### src/rtl/srot_pkg.sv
package srot_pkg;

    localparam int WORD_W = 16;
    localparam int BYTE_W = 8;
    localparam int CNT_W  = 8;
    localparam int FLAG_W = 6;

    typedef enum logic [2:0] {
        OP_ROL  = 3'b000,
        OP_ROR  = 3'b001,
        OP_RCL  = 3'b010,
        OP_RCR  = 3'b011,
        OP_SHL  = 3'b100,
        OP_SHR  = 3'b101,
        OP_ONES = 3'b110,
        OP_SAR  = 3'b111
    } shop_e;

    typedef struct packed {
        logic sf;
        logic zf;
        logic pf;
        logic af;
        logic of;
        logic cf;
    } flags_t;

    typedef enum logic [1:0] {
        ST_IDLE,
        ST_SETUP,
        ST_STEP
    } seq_state_e;

    function automatic logic [WORD_W-1:0] width_mask(input logic wide);
        return wide ? {WORD_W{1'b1}} : {{(WORD_W-BYTE_W){1'b0}}, {BYTE_W{1'b1}}};
    endfunction

    function automatic logic [WORD_W-1:0] top_onehot(input logic wide);
        logic [WORD_W-1:0] v;
        v = '0;
        if (wide) v[WORD_W-1] = 1'b1;
        else      v[BYTE_W-1] = 1'b1;
        return v;
    endfunction

endpackage

### src/rtl/srot_flag_eval.sv
module srot_flag_eval
    import srot_pkg::*;
(
    input  logic [WORD_W-1:0] value,
    input  logic              wide,
    output logic              par_even,
    output logic              is_zero,
    output logic              sign,
    output logic              ovf
);
    always_comb begin
        par_even = ~^value[BYTE_W-1:0];
        is_zero  = ((value & width_mask(wide)) == '0);
        sign     = wide ? value[WORD_W-1] : value[BYTE_W-1];
        ovf      = wide ? (value[WORD_W-1] ^ value[WORD_W-2])
                        : (value[BYTE_W-1] ^ value[BYTE_W-2]);
    end
endmodule

### src/rtl/srot_step.sv
module srot_step
    import srot_pkg::*;
(
    input  shop_e             op,
    input  logic              wide,
    input  logic [WORD_W-1:0] cur_val,
    input  flags_t            cur_flags,
    output logic [WORD_W-1:0] nxt_val,
    output flags_t            nxt_flags
);
    logic [WORD_W-1:0] msk;
    logic [WORD_W-1:0] topv;
    logic [WORD_W-1:0] left1;
    logic [WORD_W-1:0] right1;
    logic              msb;
    logic              carry_out;
    logic              e_par;
    logic              e_zero;
    logic              e_sign;
    logic              e_ovf;

    always_comb begin
        msk    = width_mask(wide);
        topv   = top_onehot(wide);
        msb    = |(cur_val & topv);
        left1  = (cur_val << 1) & msk;
        right1 = (cur_val & msk) >> 1;
        case (op)
            OP_ROL: begin
                carry_out = msb;
                nxt_val   = left1 | {{(WORD_W-1){1'b0}}, msb};
            end
            OP_ROR: begin
                carry_out = cur_val[0];
                nxt_val   = right1 | (cur_val[0] ? topv : '0);
            end
            OP_RCL: begin
                carry_out = msb;
                nxt_val   = left1 | {{(WORD_W-1){1'b0}}, cur_flags.cf};
            end
            OP_RCR: begin
                carry_out = cur_val[0];
                nxt_val   = right1 | (cur_flags.cf ? topv : '0);
            end
            OP_SHL: begin
                carry_out = msb;
                nxt_val   = left1;
            end
            OP_SHR: begin
                carry_out = cur_val[0];
                nxt_val   = right1;
            end
            OP_ONES: begin
                carry_out = 1'b0;
                nxt_val   = msk;
            end
            default: begin
                carry_out = cur_val[0];
                nxt_val   = right1 | (msb ? topv : '0);
            end
        endcase
    end

    srot_flag_eval u_eval (
        .value    (nxt_val),
        .wide     (wide),
        .par_even (e_par),
        .is_zero  (e_zero),
        .sign     (e_sign),
        .ovf      (e_ovf)
    );

    always_comb begin
        nxt_flags    = cur_flags;
        nxt_flags.cf = carry_out;
        nxt_flags.of = e_ovf;
        nxt_flags.af = (op == OP_SHL) ? nxt_val[4] : 1'b0;
        if (op[2]) begin
            nxt_flags.pf = e_par;
            nxt_flags.zf = e_zero;
            nxt_flags.sf = e_sign;
        end
    end
endmodule

### src/rtl/srot_sequencer.sv
module srot_sequencer
    import srot_pkg::*;
#(
    parameter int SETUP_MEM = 9,
    parameter int SETUP_REG = 6,
    parameter int CNT_BITS  = CNT_W
) (
    input  logic                clk,
    input  logic                rst,
    input  logic                start,
    input  logic                mem,
    input  logic [CNT_BITS-1:0] count,
    output logic                busy,
    output logic                done,
    output logic                load,
    output logic                step_en
);
    localparam int SU_MAX = (SETUP_MEM > SETUP_REG) ? SETUP_MEM : SETUP_REG;
    localparam int SU_W   = $clog2(SU_MAX + 1);

    seq_state_e          state;
    logic [SU_W-1:0]     setup_left;
    logic [CNT_BITS-1:0] steps_left;

    assign busy    = (state != ST_IDLE);
    assign load    = (state == ST_IDLE) && start;
    assign step_en = (state == ST_STEP) && (steps_left != '0);

    always_ff @(posedge clk) begin
        if (rst) begin
            state      <= ST_IDLE;
            setup_left <= '0;
            steps_left <= '0;
            done       <= 1'b0;
        end else begin
            done <= 1'b0;
            case (state)
                ST_IDLE: begin
                    if (start) begin
                        setup_left <= mem ? SU_W'(SETUP_MEM) : SU_W'(SETUP_REG);
                        steps_left <= count;
                        state      <= ST_SETUP;
                    end
                end
                ST_SETUP: begin
                    setup_left <= setup_left - 1'b1;
                    if (setup_left <= SU_W'(1)) state <= ST_STEP;
                end
                default: begin
                    if (steps_left == '0) begin
                        done  <= 1'b1;
                        state <= ST_IDLE;
                    end else begin
                        steps_left <= steps_left - 1'b1;
                    end
                end
            endcase
        end
    end
endmodule

### src/rtl/srot_iter_unit.sv
module srot_iter_unit
    import srot_pkg::*;
#(
    parameter int SETUP_MEM = 9,
    parameter int SETUP_REG = 6
) (
    input  logic              clk,
    input  logic              rst,
    input  logic              start_i,
    input  logic              mem_i,
    input  logic              wide_i,
    input  logic [2:0]        op_i,
    input  logic [CNT_W-1:0]  count_i,
    input  logic [WORD_W-1:0] operand_i,
    input  logic [FLAG_W-1:0] flags_i,
    output logic              busy_o,
    output logic              done_o,
    output logic [WORD_W-1:0] result_o,
    output logic [FLAG_W-1:0] flags_o
);
    logic              load;
    logic              step_en;
    shop_e             op_q;
    logic              wide_q;
    logic [WORD_W-1:0] val_q;
    flags_t            flg_q;
    logic [WORD_W-1:0] val_d;
    flags_t            flg_d;

    srot_sequencer #(
        .SETUP_MEM (SETUP_MEM),
        .SETUP_REG (SETUP_REG),
        .CNT_BITS  (CNT_W)
    ) u_seq (
        .clk     (clk),
        .rst     (rst),
        .start   (start_i),
        .mem     (mem_i),
        .count   (count_i),
        .busy    (busy_o),
        .done    (done_o),
        .load    (load),
        .step_en (step_en)
    );

    srot_step u_step (
        .op        (op_q),
        .wide      (wide_q),
        .cur_val   (val_q),
        .cur_flags (flg_q),
        .nxt_val   (val_d),
        .nxt_flags (flg_d)
    );

    always_ff @(posedge clk) begin
        if (rst) begin
            op_q   <= OP_ROL;
            wide_q <= 1'b0;
            val_q  <= '0;
            flg_q  <= '0;
        end else if (load) begin
            op_q   <= shop_e'(op_i);
            wide_q <= wide_i;
            val_q  <= operand_i & width_mask(wide_i);
            flg_q  <= flags_t'(flags_i);
        end else if (step_en) begin
            val_q  <= val_d;
            flg_q  <= flg_d;
        end
    end

    assign result_o = val_q;
    assign flags_o  = flg_q;
endmodule

### config.mk
export PLATFORM = sky130hd
export DESIGN_NAME = srot_iter_unit
export DESIGN_NICKNAME = d
export VERILOG_FILES = /design/src/rtl/srot_pkg.sv /design/src/rtl/srot_flag_eval.sv /design/src/rtl/srot_step.sv /design/src/rtl/srot_sequencer.sv /design/src/rtl/srot_iter_unit.sv
export SDC_FILE = /design/constraint.sdc
export NUM_CORES = 1
export LEC_CHECK = 0
export BUFFER_PORTS_ARGS = -buffer_cell sky130_fd_sc_hd__buf_2
export CORE_MARGIN = 8
export CORE_UTILIZATION = 35
export CTS_BUF_LIST = sky130_fd_sc_hd__clkbuf_4 sky130_fd_sc_hd__clkbuf_8
export DETAILED_ROUTE_END_ITERATION = 8
export SYNTH_ARGS = -nofsm -noshare
export SYNTH_HDL_FRONTEND = slang
export SYNTH_SLANG_ARGS = --single-unit
### constraint.sdc
create_clock -name clk -period 6.6 [get_ports clk]
set_clock_uncertainty 0.1 [all_clocks]
set_input_delay 0.99 -clock clk [delete_from_list [all_inputs] [get_ports clk]]
set_output_delay 0.99 -clock clk [all_outputs]
set_load 0.03 [all_outputs]
==> results by group, run 1 <==
Setup path
  • Arrival time at the worst endpoint: approximately 1.9 ns
  • CP Buf/Inv Count: 2
  • R2r startpoint: wide_q
  • Worst stage delay on the critical path: 0.57 ns
  • Crit path cell chain: nor2_1, inv_1, buf_2
  • Critical path startpoint: u_seq.state[0]
  • Crit path required time: 5.51 ns
  • Worst setup endpoint: busy_o
  • Nature of the critical path endpoint: output port
  • Reg2Reg Depth: 10
  • Crit path max-delay family: buffers and inverters
  • FF-to-FF setup slack: 3.76 ns
  • Slowest-stage cell, CP: nor2_1
  • Worst-path fanout max: 11
  • R2R Path End: flags_o[4]
  • Startpoint Class: register
  • Critical path class: reg2out
  • WP depth: 3

Timing
  • Final Hold Viols: 0
  • Worst-Margin Slew: 0.977 ns
  • Slew Viols, Final: 0
  • Max_slew headroom: 34.6%
  • WHS: 0.385 ns
  • Fin crit share: between 40% and 50%
  • Period minus WS final: about 3.0 ns
  • Setup violators final: 0
  • RSZ-0062 raised after global routing: no
  • Fmax: 336 MHz
  • Fin Setup TNS: 0 ns

Floorplanning
  • I/O pin count: between 60 and 70
  • Die H: 101 microns
  • Chip Width: 101 microns
  • Die Area: 10300 sq um
  • Initial Utilization: 35.6%
  • Cell Rows: 31
  • CORE AREA: 7140 sq um

Outcome
  • Run status: finished clean

Clocking
  • Setup Buffers After CTS: 0
  • Num CTS Buffers: 5
  • Clock Pin Slew Worst Setup and Hold Paths: ~0.080 ns
  • Post-CTS Hold Fix Bufs: 0
  • Clock Path Buffers: 2
  • CTS tree: done
  • Cts repair resizes: 0
  • Worst skew pair latency: 0.29 ns
  • Clk Tree Root Cell: clkbuf_8
  • H-tree levels: 2
  • Clock tree sinks: 41

Finish
  • ANT cells: 0
  • Layout cell share with drive strength beyond 1: 22.3%
  • Synth-to-layout area growth: 15.8%
  • Final #Nets: between 400 and 500
  • Fill count: 778

Yosys
  • Post-Synthesis Cells: 333
  • Post-synth EDFFs: 0
  • Mapped Avg Cell Area: 7.64 sq um
  • Top_reg_cell synth: dfxtp_1
  • Area leader, netlist: dfxtp_1
  • Ys async rst share: 0%
  • Synth warn: 0
  • Post-synthesis sequential area ratio: 32.3%
  • Yosys top cell area share: 32.3%
  • Unique masters post-synth: 56
  • Synth area leaders: dfxtp_1 (32%), nor2_1 (6.1%), nand2_1 (5.8%), a21oi_1 (4.7%), ha_1 (3.9%)
  • Synth Register Bits: just over 40
  • Net Count, Synth: 379
  • Synthesized area: 2540 sq um
  • Post-synth top cells: dfxtp_1 (41), nor2_1 (41), nand2_1 (39), a21oi_1 (24), o21ai_0 (19)

Detailed routing
  • Final ANT Viol Nets: 0
  • Via density per instance: 5.33
  • WL final: 7160 microns
  • Drt first pass iters: 4
  • DRT iter0 DRCs: 108
  • DR WL/cell: 15.0 microns
  • # DRC: 0
  • Vias: 2536

Pwr
  • P_sw: 766 uW
  • VDD IR max: 224 uV
  • Pleak: between 1 and 1.5 nW
  • Clock power share: 10.8%
  • PwrDens: 521 nW/um^2
  • Combinational power share: about 59%
  • Flop pwr share: 30.1%
  • Switching share of total power: 49.9%
  • Cell Int Power: 770 uW
  • Total power: 1.54 mW

Global routing
  • Total gr overflow: 0
  • Tot GR Track Use: 13.9%
  • Initial antenna violation count: 0
  • Vias in the first global route: 2463
  • Largest net degree at the start of global routing: 43
  • First-pass GRT wire length: 11700 microns

Place
  • GP Congestion: ~0.81
  • Port Buffers: 61
  • Detailed placement HPWL: 5150 microns

Worst hold path
  • Hold Crit Class: reg2reg

Run
  • Total of max-cap violations: 0
==> cells by family after synthesis <==
kind of cell,after synthesis,share of synthesized area (%)
multiplexers,2,0.836
flip-flops,41,32.3
XOR/XNOR,3,1.03
AO/OA/AOI/OAI,104,28.5
adder cells (fa/ha/maj),8,3.94
AND/OR/NAND/NOR,141,27.4
buffers and inverters,34,6.05
==> layer usage <==
metal | up-vias | share of wire (%) | global-route usage, %
li1 | 1292 | - | -
met1 | 1171 | 48 | 18.1
met2 | 66 | 44 | 21.9
met3 | 7 | 6.9 | 4.33
met4 | 0 | 0.73 | 3.44
met5 | - | 0 | 0
==> power groups by stage <==
stage          sequential [mW]  clock, mW  combinational, mW
5_1_grt                  0.477      0.186               1.01
3_3_place_gp             0.465          0              0.900
6_report                 0.462      0.166              0.908
4_1_cts                  0.460      0.172              0.913
2_1_floorplan            0.528          0              0.628
3_5_place_dp             0.464          0              0.910
==> tightest hold or removal path: cells and delay by family (launching register included) <==
family | cells | cell delay (ns)
DFF | 1 | 0.31
AOI/OAI and AO/OA | 1 | 0.07
and+or+nand+nor | 1 | 0.05
==> how the worst min path moves through the flow <==
stage | cells after the start | slack [ns] | startpoint | end
CTS | 2 | 0.39 | flags_o[2] | flags_o[2]
detailed placement | 2 | 0.37 | flags_o[2] | flags_o[2]
global route | 2 | 0.41 | u_seq.steps_left[7] | u_seq.steps_left[7]
global placement | 2 | 0.37 | flags_o[2] | flags_o[2]
floorplan | 2 | 0.35 | u_seq.steps_left[7] | u_seq.steps_left[7]
finish | 2 | 0.38 | flags_o[2] | flags_o[2]
==> placed cells by master, fill, tap and decap left out, drive strengths merged, types with 2 or more instances in the layout <==
cell type / count
o22ai: 6
nand3: 7
clkinv: 2
a31oi: 5
a31o: 3
o211a: 6
nand2: 39
nor4: 3
nor3b: 2
o21a: 5
buf: 63
xnor2: 3
o31a: 2
o211ai: 4
a211oi: 9
a311oi: 5
o21ai: 20
and2: 5
nor3: 18
inv: 7
nor2b: 4
a221oi: 4
o31ai: 2
dfxtp: 41
and3: 2
a211o: 2
nor2: 41
ha: 8
or3: 6
clkbuf: 6
a21oi: 25
nand2b: 6
==> metrics by stage <==
step	setup slack [ns]	cell area, sq um	std cells	util (%)
after detailed placement	3.63	2860	468	40.1
after global routing	3.47	2950	476	41.3
after CTS	3.64	2950	476	41.3
after floorplan	4.05	2540	333	-
after global placement	3.67	2860	468	40.1
final	3.63	2950	476	41.3
==> sequential cells by signal (all words and copies together) (netlist names) <==
signal,count
op_q,3
u_seq.steps_left,8
result_o,16
u_seq.state,2
u_seq.setup_left,4
u_seq.done,1
wide_q,1
flags_o,6
==> layout make-up <==
type                       instances  area, sq um  share of cell area [%]
clock buffer                       6         76.3                    2.59
clock inverter                     2         10.0                   0.340
inverter                           7         26.3                   0.892
multi-input combinational        258         1570                    53.2
sequential                        41          821                    27.9
tap                               99          124                    4.20
timing repair buffer              63          320                    10.9
Note: power is estimated with default switching activity, not from simulation.
==> run 2: changes to the inputs <==
- clock period: 6.6 -> 3.11 ns (I/O delays scaled with it)
==> run 2 against run 1 <==
Net effect:
- clock power increased to 3.1 times the previous value
- first-iteration DRC count increased by 41%
- routed wire length increased by 3.0%
- flip-flop and latch count unchanged
- global-route usage increased by 0.70 points
- final area increased by 3.1%
- combinational power increased by 120%
- via count increased by 2.5%
- utilization increased by 1.3 points
- worst setup slack got worse by 3.3 ns
- count of clock-buffer cells in the layout decreased by 1
- critical endpoint is now flags_o[4]
==> results by group, run 2 (same netlist as run 1, synthesis figures left out) <==
Clocking
  • Worst skew pair latency: 0.30 ns (about the same)
  • Setup Buffers After CTS: 0 (unchanged)
  • H-tree levels: 2 (unchanged)
  • Num CTS Buffers: 5 (unchanged)
  • Clock Path Buffers: 2 (unchanged)
  • Clock tree sinks: 41 (unchanged)
  • Cts repair resizes: 0 (unchanged)
  • Clock Pin Slew Worst Setup and Hold Paths: 0.09 ns (about the same)
  • Post-CTS Hold Fix Bufs: 0 (unchanged)
  • Clk Tree Root Cell: clkbuf_8
  • CTS tree: done

Timing
  • Fin crit share: 89.5%
  • Max_slew headroom: 46.0% (+11 points)
  • Period minus WS final: ~2.8 ns
  • Worst-Margin Slew: 0.810 ns (-0.167 ns)
  • Final Hold Viols: 0 (unchanged)
  • Setup violators final: 0 (unchanged)
  • RSZ-0062 raised after global routing: no
  • Fin Setup TNS: 0 ns (unchanged)
  • Slew Viols, Final: 0 (unchanged)
  • Fmax: 359 MHz

Detailed routing
  • DRT iter0 DRCs: 152 (+41%)
  • Drt first pass iters: 4 (unchanged)
  • Final ANT Viol Nets: 0 (unchanged)
  • Via density per instance: 5.39 (+1.2%)
  • DR WL/cell: 15.3 microns (+1.7%)
  • Vias: 2599 (+2.5%)
  • # DRC: 0 (unchanged)
  • WL final: 7370 microns (+3.0%)

Pwr
  • VDD IR max: 605 uV (+170%)
  • Cell Int Power: 1.82 mW (+140%)
  • Switching share of total power: 47.5% (-2.4 points)
  • Total power: 3.47 mW (+130%)
  • Flop pwr share: 28.2% (-1.9 points)
  • P_sw: 1.65 mW (+120%)
  • PwrDens: 1140 nW/um^2 (+120%)
  • Clock power share: 14.8% (+4.0 points)
  • Combinational power share: 56.9% (-2.2 points)
  • Pleak: 1.28 nW (+4.0%)

Place
  • GP Congestion: 0.811 (about the same)
  • DP Area: 2910 sq um (+1.6%)
  • Detailed placement HPWL: 5410 microns (+5.2%)
  • Port Buffers: 61 (unchanged)

Setup path
  • Worst stage delay on the critical path: 0.43 ns (-0.14 ns)
  • Slowest-stage cell, CP: or4_1
  • Crit path required time: 3.22 ns (-2.29 ns)
  • Crit path cell chain: and2_1, or3_1, o21ai_0, ha_1, nand4_1, a311oi_1, o211ai_1, or4_1, a211oi_2
  • Arrival time at the worst endpoint: 2.90 ns (+1.02 ns)
  • Nature of the critical path endpoint: register
  • Critical path class: reg2reg
  • Crit path max-delay family: simple AND/OR/NAND/NOR gates
  • Startpoint Class: register
  • CP Buf/Inv Count: 0 (-2)
  • Worst-path fanout max: 16 (+5)

Global routing
  • First-pass GRT wire length: 12300 microns (+4.7%)
  • Total gr overflow: 0 (unchanged)
  • Initial antenna violation count: 0 (unchanged)
  • Largest net degree at the start of global routing: 43 (unchanged)
  • Vias in the first global route: 2574 (+4.5%)
  • Tot GR Track Use: 14.7% (+0.70 points)

Finish
  • Layout cell share with drive strength beyond 1: 23.5% (+1.2 points)
  • Commonest cells after routing, fill and taps aside: buf_2 (61), nor2_1 (41), dfxtp_1 (41)
  • ANT cells: 0 (unchanged)
  • Commonest non-fill, non-tap cell in the layout: buf_2
  • Fin area: 3040 sq um (+3.1%)
  • Synth-to-layout area growth: 19.5%
  • Max FFs per register: 16 (unchanged)
  • Final #Nets: 428 (+1.4%)

Floorplanning
  • Die H: 101 microns (unchanged)
  • CORE AREA: 7140 sq um (unchanged)
  • Die Area: 10300 sq um (unchanged)
  • Chip Width: 101 microns (unchanged)
  • Initial Utilization: 35.6% (unchanged)
  • Cell Rows: 31 (unchanged)
  • I/O pin count: 62 (unchanged)

Worst hold path
  • Hold Crit Class: in2reg

Outcome
  • Run status: finished clean

Run
  • Total of max-cap violations: 0 (unchanged)
## run 2: cell count changes in the layout (fill, tap and decap cells not counted), sizes merged
| cell | previous run | this run |
|---|---|---|
| buf | 63 | 69 |
| bufinv | 0 | 2 |
| clkbuf | 6 | 5 |
| clkinv | 2 | 1 |
## run 2: worst min-delay path: stages
cell and delay (ns):
buf_2 0.10, nand2_1 0.05, a21oi_1 0.05
## run 2: final timing paths
| check | startpoint | endpoint | slack (ns) | cells past startpoint |
|---|---|---|---|---|
| max | op_q[1] | flags_o[4] | 0.33 | 9 |
| min | op_i[2] | op_q[2] | 0.31 | 3 |
| max reg2reg | op_q[1] | flags_o[4] | 0.33 | 9 |
| min reg2reg | flags_o[2] | flags_o[2] | 0.39 | 2 |
## run 2: power groups by stage
stage	sequential [mW]	combinational, mW	clock [mW]
floorplan	1.12	1.33	0
global placement	0.984	1.96	0
detailed placement	0.984	1.97	0
CTS	0.975	1.98	0.531
global route	1.01	2.19	0.549
finish	0.980	1.98	0.515
## run 2: through the flow
step                util (%)  hold slack, ns  worst slack [ns]  instances
floorplan                  -           0.354             0.564        333
global placement        40.7           0.372             0.451        474
detailed placement      40.7           0.375             0.342        474
CTS                     42.6           0.300             0.313        482
global route            42.6           0.324             0.164        482
finish                  42.6           0.308             0.328        482
## run 2: final cells by class
type / count / area, sq um
timing repair buffer: 69 / 365
sequential: 41 / 821
inverter: 7 / 26.3
clock buffer: 5 / 68.8
tap: 99 / 124
multi-input combinational: 258 / 1570
fill: 781 / 4100
clock inverter: 3 / 65.1
## run 2: per-layer routing
metal	vias to the layer above	part of all wire (%)	track usage, %
met5	-	0	0
met4	0	0.94	4.01
met3	6	6.0	3.85
met2	56	45	23.0
met1	1231	48	19.2
li1	1306	-	-
